**src/rtl/gpio_pkg.sv**
```systemverilog
package gpio_pkg;

    // Register select decoded from the bus offset
    typedef enum logic [1:0] {
        SEL_DATA = 2'd0,
        SEL_DIR  = 2'd1,
        SEL_PULL = 2'd2,
        SEL_NONE = 2'd3
    } reg_sel_e;

    localparam int unsigned SEL_W = 2;

endpackage

```
**src/rtl/gpio_sync.sv**
```systemverilog
module gpio_sync #(
    parameter int unsigned W      = 8,
    parameter int unsigned STAGES = 2
) (
    input  logic         clk,
    input  logic         rst_n,
    input  logic [W-1:0] d_i,
    output logic [W-1:0] q_o
);

    logic [STAGES-1:0][W-1:0] stage_q;

    genvar s;
    generate
        for (s = 0; s < STAGES; s++) begin : g_stage
            if (s == 0) begin : g_first
                always_ff @(posedge clk or negedge rst_n) begin
                    if (!rst_n) stage_q[s] <= '0;
                    else        stage_q[s] <= d_i;
                end
            end else begin : g_next
                always_ff @(posedge clk or negedge rst_n) begin
                    if (!rst_n) stage_q[s] <= '0;
                    else        stage_q[s] <= stage_q[s-1];
                end
            end
        end
    endgenerate

    assign q_o = stage_q[STAGES-1];

endmodule

```
**src/rtl/gpio_regfile.sv**
```systemverilog
module gpio_regfile
    import gpio_pkg::*;
#(
    parameter int unsigned W            = 8,
    parameter int unsigned OUT_ONLY_BIT = 4
) (
    input  logic             clk,
    input  logic             rst_n,
    input  logic [SEL_W-1:0] addr_i,
    input  logic             we_i,
    input  logic [W-1:0]     wdata_i,
    input  logic [W-1:0]     pin_sync_i,
    output logic [W-1:0]     dat_o,
    output logic [W-1:0]     dir_o,
    output logic [W-1:0]     pe_o,
    output logic [W-1:0]     rdata_o
);

    localparam logic [W-1:0] ONLY_MASK =
        (OUT_ONLY_BIT < W) ? (W'(1) << OUT_ONLY_BIT) : '0;

    reg_sel_e     sel;
    logic [W-1:0] dat_q, dir_q, pe_q;
    logic [W-1:0] latch_view;
    logic [W-1:0] data_view;

    assign sel = reg_sel_e'(addr_i);

    // Register state
    always_ff @(posedge clk or negedge rst_n) begin
        if (!rst_n) begin
            dat_q <= '0;
            dir_q <= '0;
            pe_q  <= '0;
        end else if (we_i) begin
            unique case (sel)
                SEL_DATA: dat_q <= wdata_i;
                SEL_DIR:  dir_q <= wdata_i;
                SEL_PULL: pe_q  <= wdata_i;
                SEL_NONE: ;
            endcase
        end
    end

    // Direction steering of data reads
    assign latch_view = dir_q | ONLY_MASK;
    assign data_view  = (latch_view & dat_q) | (~latch_view & pin_sync_i);

    always_comb begin
        unique case (sel)
            SEL_DATA: rdata_o = data_view;
            SEL_DIR:  rdata_o = dir_q;
            SEL_PULL: rdata_o = pe_q;
            SEL_NONE: rdata_o = '0;
        endcase
    end

    assign dat_o = dat_q;
    assign dir_o = dir_q;
    assign pe_o  = pe_q;

endmodule

```
**src/rtl/gpio_pad_ctrl.sv**
```systemverilog
module gpio_pad_ctrl #(
    parameter int unsigned W              = 8,
    parameter int unsigned OUT_ONLY_BIT   = 4,
    parameter int unsigned OPEN_DRAIN_BIT = 5
) (
    input  logic [W-1:0] dat_i,
    input  logic [W-1:0] dir_i,
    input  logic [W-1:0] pe_i,
    input  logic [W-1:0] irq_en_i,
    input  logic [W-1:0] rise_i,
    output logic [W-1:0] oe_o,
    output logic [W-1:0] out_o,
    output logic [W-1:0] pu_o,
    output logic [W-1:0] pd_o
);

    genvar i;
    generate
        for (i = 0; i < W; i++) begin : g_pin
            logic pull_on;
            logic want_down;

            assign want_down = irq_en_i[i] & rise_i[i];

            if (i == OUT_ONLY_BIT) begin : g_out_only
                logic unused_cfg;
                assign unused_cfg = ^{dir_i[i], pe_i[i], want_down};
                assign oe_o[i]    = 1'b1;
                assign out_o[i]   = dat_i[i];
                assign pull_on    = 1'b0;
            end else if (i == OPEN_DRAIN_BIT) begin : g_open_drain
                assign oe_o[i]  = dir_i[i] & ~dat_i[i];
                assign out_o[i] = 1'b0;
                assign pull_on  = pe_i[i];
            end else begin : g_std
                assign oe_o[i]  = dir_i[i];
                assign out_o[i] = dat_i[i];
                assign pull_on  = pe_i[i] & ~dir_i[i];
            end

            assign pu_o[i] = pull_on & ~want_down;
            assign pd_o[i] = pull_on &  want_down;
        end
    endgenerate

endmodule

```
**src/rtl/gpio_port.sv**
```systemverilog
module gpio_port
    import gpio_pkg::*;
#(
    parameter int unsigned W              = 8,
    parameter int unsigned SYNC_STAGES    = 2,
    parameter int unsigned OUT_ONLY_BIT   = 4,
    parameter int unsigned OPEN_DRAIN_BIT = 5
) (
    input  logic             clk,
    input  logic             rst_n,
    input  logic [SEL_W-1:0] bus_addr,
    input  logic             bus_we,
    input  logic [W-1:0]     bus_wdata,
    output logic [W-1:0]     bus_rdata,
    input  logic [W-1:0]     pin_in,
    input  logic [W-1:0]     irq_en,
    input  logic [W-1:0]     edge_rise,
    output logic [W-1:0]     pad_oe,
    output logic [W-1:0]     pad_out,
    output logic [W-1:0]     pad_pu,
    output logic [W-1:0]     pad_pd
);

    logic [W-1:0] pin_sync;
    logic [W-1:0] dat_q, dir_q, pe_q;

    gpio_sync #(.W(W), .STAGES(SYNC_STAGES)) u_sync (
        .clk   (clk),
        .rst_n (rst_n),
        .d_i   (pin_in),
        .q_o   (pin_sync)
    );

    gpio_regfile #(.W(W), .OUT_ONLY_BIT(OUT_ONLY_BIT)) u_regs (
        .clk        (clk),
        .rst_n      (rst_n),
        .addr_i     (bus_addr),
        .we_i       (bus_we),
        .wdata_i    (bus_wdata),
        .pin_sync_i (pin_sync),
        .dat_o      (dat_q),
        .dir_o      (dir_q),
        .pe_o       (pe_q),
        .rdata_o    (bus_rdata)
    );

    gpio_pad_ctrl #(
        .W              (W),
        .OUT_ONLY_BIT   (OUT_ONLY_BIT),
        .OPEN_DRAIN_BIT (OPEN_DRAIN_BIT)
    ) u_pads (
        .dat_i    (dat_q),
        .dir_i    (dir_q),
        .pe_i     (pe_q),
        .irq_en_i (irq_en),
        .rise_i   (edge_rise),
        .oe_o     (pad_oe),
        .out_o    (pad_out),
        .pu_o     (pad_pu),
        .pd_o     (pad_pd)
    );

endmodule

```
**config.mk**
```make
export PLATFORM = sky130hd
export DESIGN_NAME = gpio_port
export DESIGN_NICKNAME = d
export VERILOG_FILES = /design/src/rtl/gpio_pkg.sv /design/src/rtl/gpio_sync.sv /design/src/rtl/gpio_regfile.sv /design/src/rtl/gpio_pad_ctrl.sv /design/src/rtl/gpio_port.sv
export SDC_FILE = /design/constraint.sdc
export NUM_CORES = 1
export LEC_CHECK = 0
export CAP_MARGIN = 20
export CORE_MARGIN = 4
export CORE_UTILIZATION = 55
export DETAILED_ROUTE_END_ITERATION = 8
export DONT_BUFFER_PORTS = 1
export GPL_TIMING_DRIVEN = 0
export PLACE_DENSITY_LB_ADDON = 0.2
export SYNTH_ARGS = -nofsm -noshare
export SYNTH_HDL_FRONTEND = slang
export SYNTH_SLANG_ARGS = --single-unit
```
**constraint.sdc**
```tcl
create_clock -name clk -period 1.3 [get_ports clk]
set_clock_uncertainty 0.2 [all_clocks]
set_input_delay 0.26 -clock clk [delete_from_list [all_inputs] [get_ports clk]]
set_output_delay 0.26 -clock clk [all_outputs]
set_load 0.005 [all_outputs]
```
==> results.sh <==
export IMPL_insertedDiodeCount=0
export IMPL_crit_type="reg2out"
export IMPL_wl_per_cell_um=17.0
export IMPL_fmax_ghz=0.607
export IMPL_worst_path_stages=3
export IMPL_synth_area_leader_cell="dfrtp_1"
export IMPL_grt_setup_unrepaired="yes"
export IMPL_syn_area_per_cell_um2=11.4
export IMPL_num_rows=20
export IMPL_die_y_um=64.5
export IMPL_whs_ns=-0.599
export IMPL_r2r_end="u_regs.dat_o[0]"
export IMPL_setup_viol=36
export IMPL_antenna_left=0
export IMPL_crit_buf_inv=1
export IMPL_final_util_pct=79.1
export IMPL_final_nets=226
export IMPL_crit_path_cell_trace="buf_6, nand2b_4, a21oi_4"
export IMPL_h_tree_depth=2
export IMPL_rrSetupSlack_ns=0.10
export IMPL_failed_checks="hold timing, setup timing"
export IMPL_cap_violations=0
export IMPL_synth_seq_cells=38
export IMPL_yosys_warnings=0
export IMPL_reg2reg_from="u_regs.dat_o[0]"
export IMPL_final_cell_mix="dfrtp_1 (36), buf_6 (23), mux2_2 (23)"
export IMPL_first_pass_iters=4
export IMPL_grt_overflow=0
export IMPL_cp_endpoint="pad_pu[3]"
export IMPL_worst_pin_slew_ns=0.551
export IMPL_drtIter0Drc=51
export IMPL_cts_tree="done"
export IMPL_gp_congestion=0.709
export IMPL_min_period_ns=1.65
export IMPL_synthTopCellsByArea="dfrtp_1 (54%), mux2_2 (15%), buf_4 (7.7%)"
export IMPL_crit_start="u_regs.dir_o[3]"
export IMPL_fillers=204
export IMPL_wirelength_um=3970
export IMPL_post_drt_via_cell_ratio=5.29
export IMPL_rr_worst_depth=3
export IMPL_clkTransAtPathRegs_ns=0.10
export IMPL_dpl_cell_area_um2=1840
export IMPL_maxSlewHeadroom_pct=63.2
export IMPL_hp_class="in2async"
export IMPL_antenna_found_initial=0
export IMPL_synth_cells=154
export IMPL_synth_cell_types=22
export IMPL_netlist_area_um2=1760
export IMPL_netlist_area_leader_share_pct=54.1
export IMPL_post_route_drc_count=0
export IMPL_crit_path_start_kind="register"
export IMPL_path_max_fanout=4
export IMPL_cp_top_family="flip-flops"
export IMPL_port_buffers=0
export IMPL_min_period_over_period_pct=127
export IMPL_grt_pass1_wl_um=5960
export IMPL_clkSinkCount=38
export IMPL_setup_slack_ns=-0.346
export IMPL_post_dp_hpwl_um=2400
export IMPL_cp_slowest_cell="dfrtp_1"
export IMPL_arrival_ns=1.19
export IMPL_die_w_um=64.5
export IMPL_finalHoldViolations=38
export IMPL_grt_pass1_vias=1245
export IMPL_area_growth_pct=37.3
export IMPL_ir_worst_vdd_v=0.00107
export IMPL_io_pins=77
export IMPL_p_per_area_nw_per_um2=1250
export IMPL_final_common_cell="dfrtp_1"
export IMPL_drv_slew=0
export IMPL_cts_buffers=5
export IMPL_p_leak_nw=1.04
export IMPL_cts_root_buf="clkbuf_4"
export IMPL_end_kind="output port"
export IMPL_grt_max_degree=39
export IMPL_design_area_um2=2410
export IMPL_place_ws_ns=-0.325
export IMPL_power_total_mw=3.02
export IMPL_start_util_pct=57.6
export IMPL_clock_latency_ns=0.33
export IMPL_dieArea_um2=4160
export IMPL_vias=1233
export IMPL_drive_gt1_share_pct=54.5
export IMPL_ctsHoldBuffers=15
export IMPL_status="finished with violations"
export IMPL_max_stage_delay_ns=0.44
export IMPL_seq_area_frac_synth_pct=54.1
export IMPL_core_um2=3050
export IMPL_critPathRequiredTime_ns=0.84
export IMPL_grt_total_usage_pct=19.3
export IMPL_clockBufferDepth=2
per-layer routing:
| layer | track usage, % | vias to the layer above | wire (um) |
|---|---|---|---|
| met1 | 21.3 | 606 | 1510 |
| met3 | 5.20 | 2 | 307 |
| met4 | 8.44 | 0 | 18 |
| met2 | 34.5 | 54 | 2130 |
| met5 | 0 | - | 0 |
| li1 | - | 571 | - |
cells in the mapped netlist (all sizes together):
master / instances
mux2i: 1
nor2b: 2
nand2b: 6
o21ai: 9
nor2: 12
a21boi: 1
mux2: 24
dfrtp: 38
conb: 2
nand2: 15
a21oi: 12
o21a: 6
nand3b: 1
buf: 21
nor3b: 1
and3: 1
o31a: 1
inv: 1
power by group:
group / switching (mW) / total (mW) / internal [mW]
clock network: 0.352 / 0.556 / 0.204
logic: 0.351 / 0.949 / 0.598
registers: 0.167 / 1.51 / 1.35
cell type report:
cell class	instances	area, um2	area share [%]
sequential	38	953	39.5
multi-input combinational	96	870	36.0
timing repair buffer	26	267	11.0
buffer	21	220	9.12
tap	44	55.1	2.28
clock buffer	7	45.0	1.87
inverter	1	3.75	0.156
cell families (layout without fill, tap and decap cells):
| logic type | count (synthesis) | in the layout | share of synthesized area (%) |
|---|---|---|---|
| DFF | 38 | 38 | 54.1 |
| and+or+nand+nor | 38 | 38 | 11.0 |
| AOI/OAI and AO/OA | 29 | 29 | 9.47 |
| muxes | 25 | 25 | 15.9 |
| buffers and inverters | 22 | 55 | 9.11 |
| other | 2 | 4 | 0.427 |
stage by stage:
stage	hold WS (ns)	cells	setup TNS (ns)
floorplan	-0.236	156	-1.05
global placement	-0.235	200	-5.28
detailed placement	-0.235	200	-5.54
CTS	-0.601	228	-6.52
global route	-0.621	233	-8.77
finish	-0.599	233	-6.97
what timing repair did:
action	CTS	global route
pin swaps	16	8
setup buffers	6	9
resized for setup	55	26
cloned	0	0
setup endpoints to repair	36	36
hold endpoints to repair	69	38
state kept, by name (all words and copies together), names as in the netlist:
signal	flops
u_regs.dat_o	8
u_regs.dir_o	8
u_regs.pe_o	8
u_sync.q_o	7
u_sync.stage_q	7
worst reg2reg max path, cell delays in order (launching register included):
cell	delay [ns]
dfrtp_1	0.41
buf_6	0.12
buf_4	0.12
mux2_2	0.25
worst min-delay path by stage:
stage          startpoint           endpoint  cells past startpoint
2_1_floorplan       rst_n    u_regs.dat_o[0]                      0
3_3_place_gp        rst_n  u_sync.stage_q[0]                      0
6_report            rst_n    u_regs.dir_o[0]                      0
4_1_cts             rst_n  u_sync.stage_q[6]                      0
5_1_grt             rst_n    u_regs.dir_o[7]                      0
3_5_place_dp        rst_n  u_sync.stage_q[0]                      0
Power figures use the tool's default switching activity.
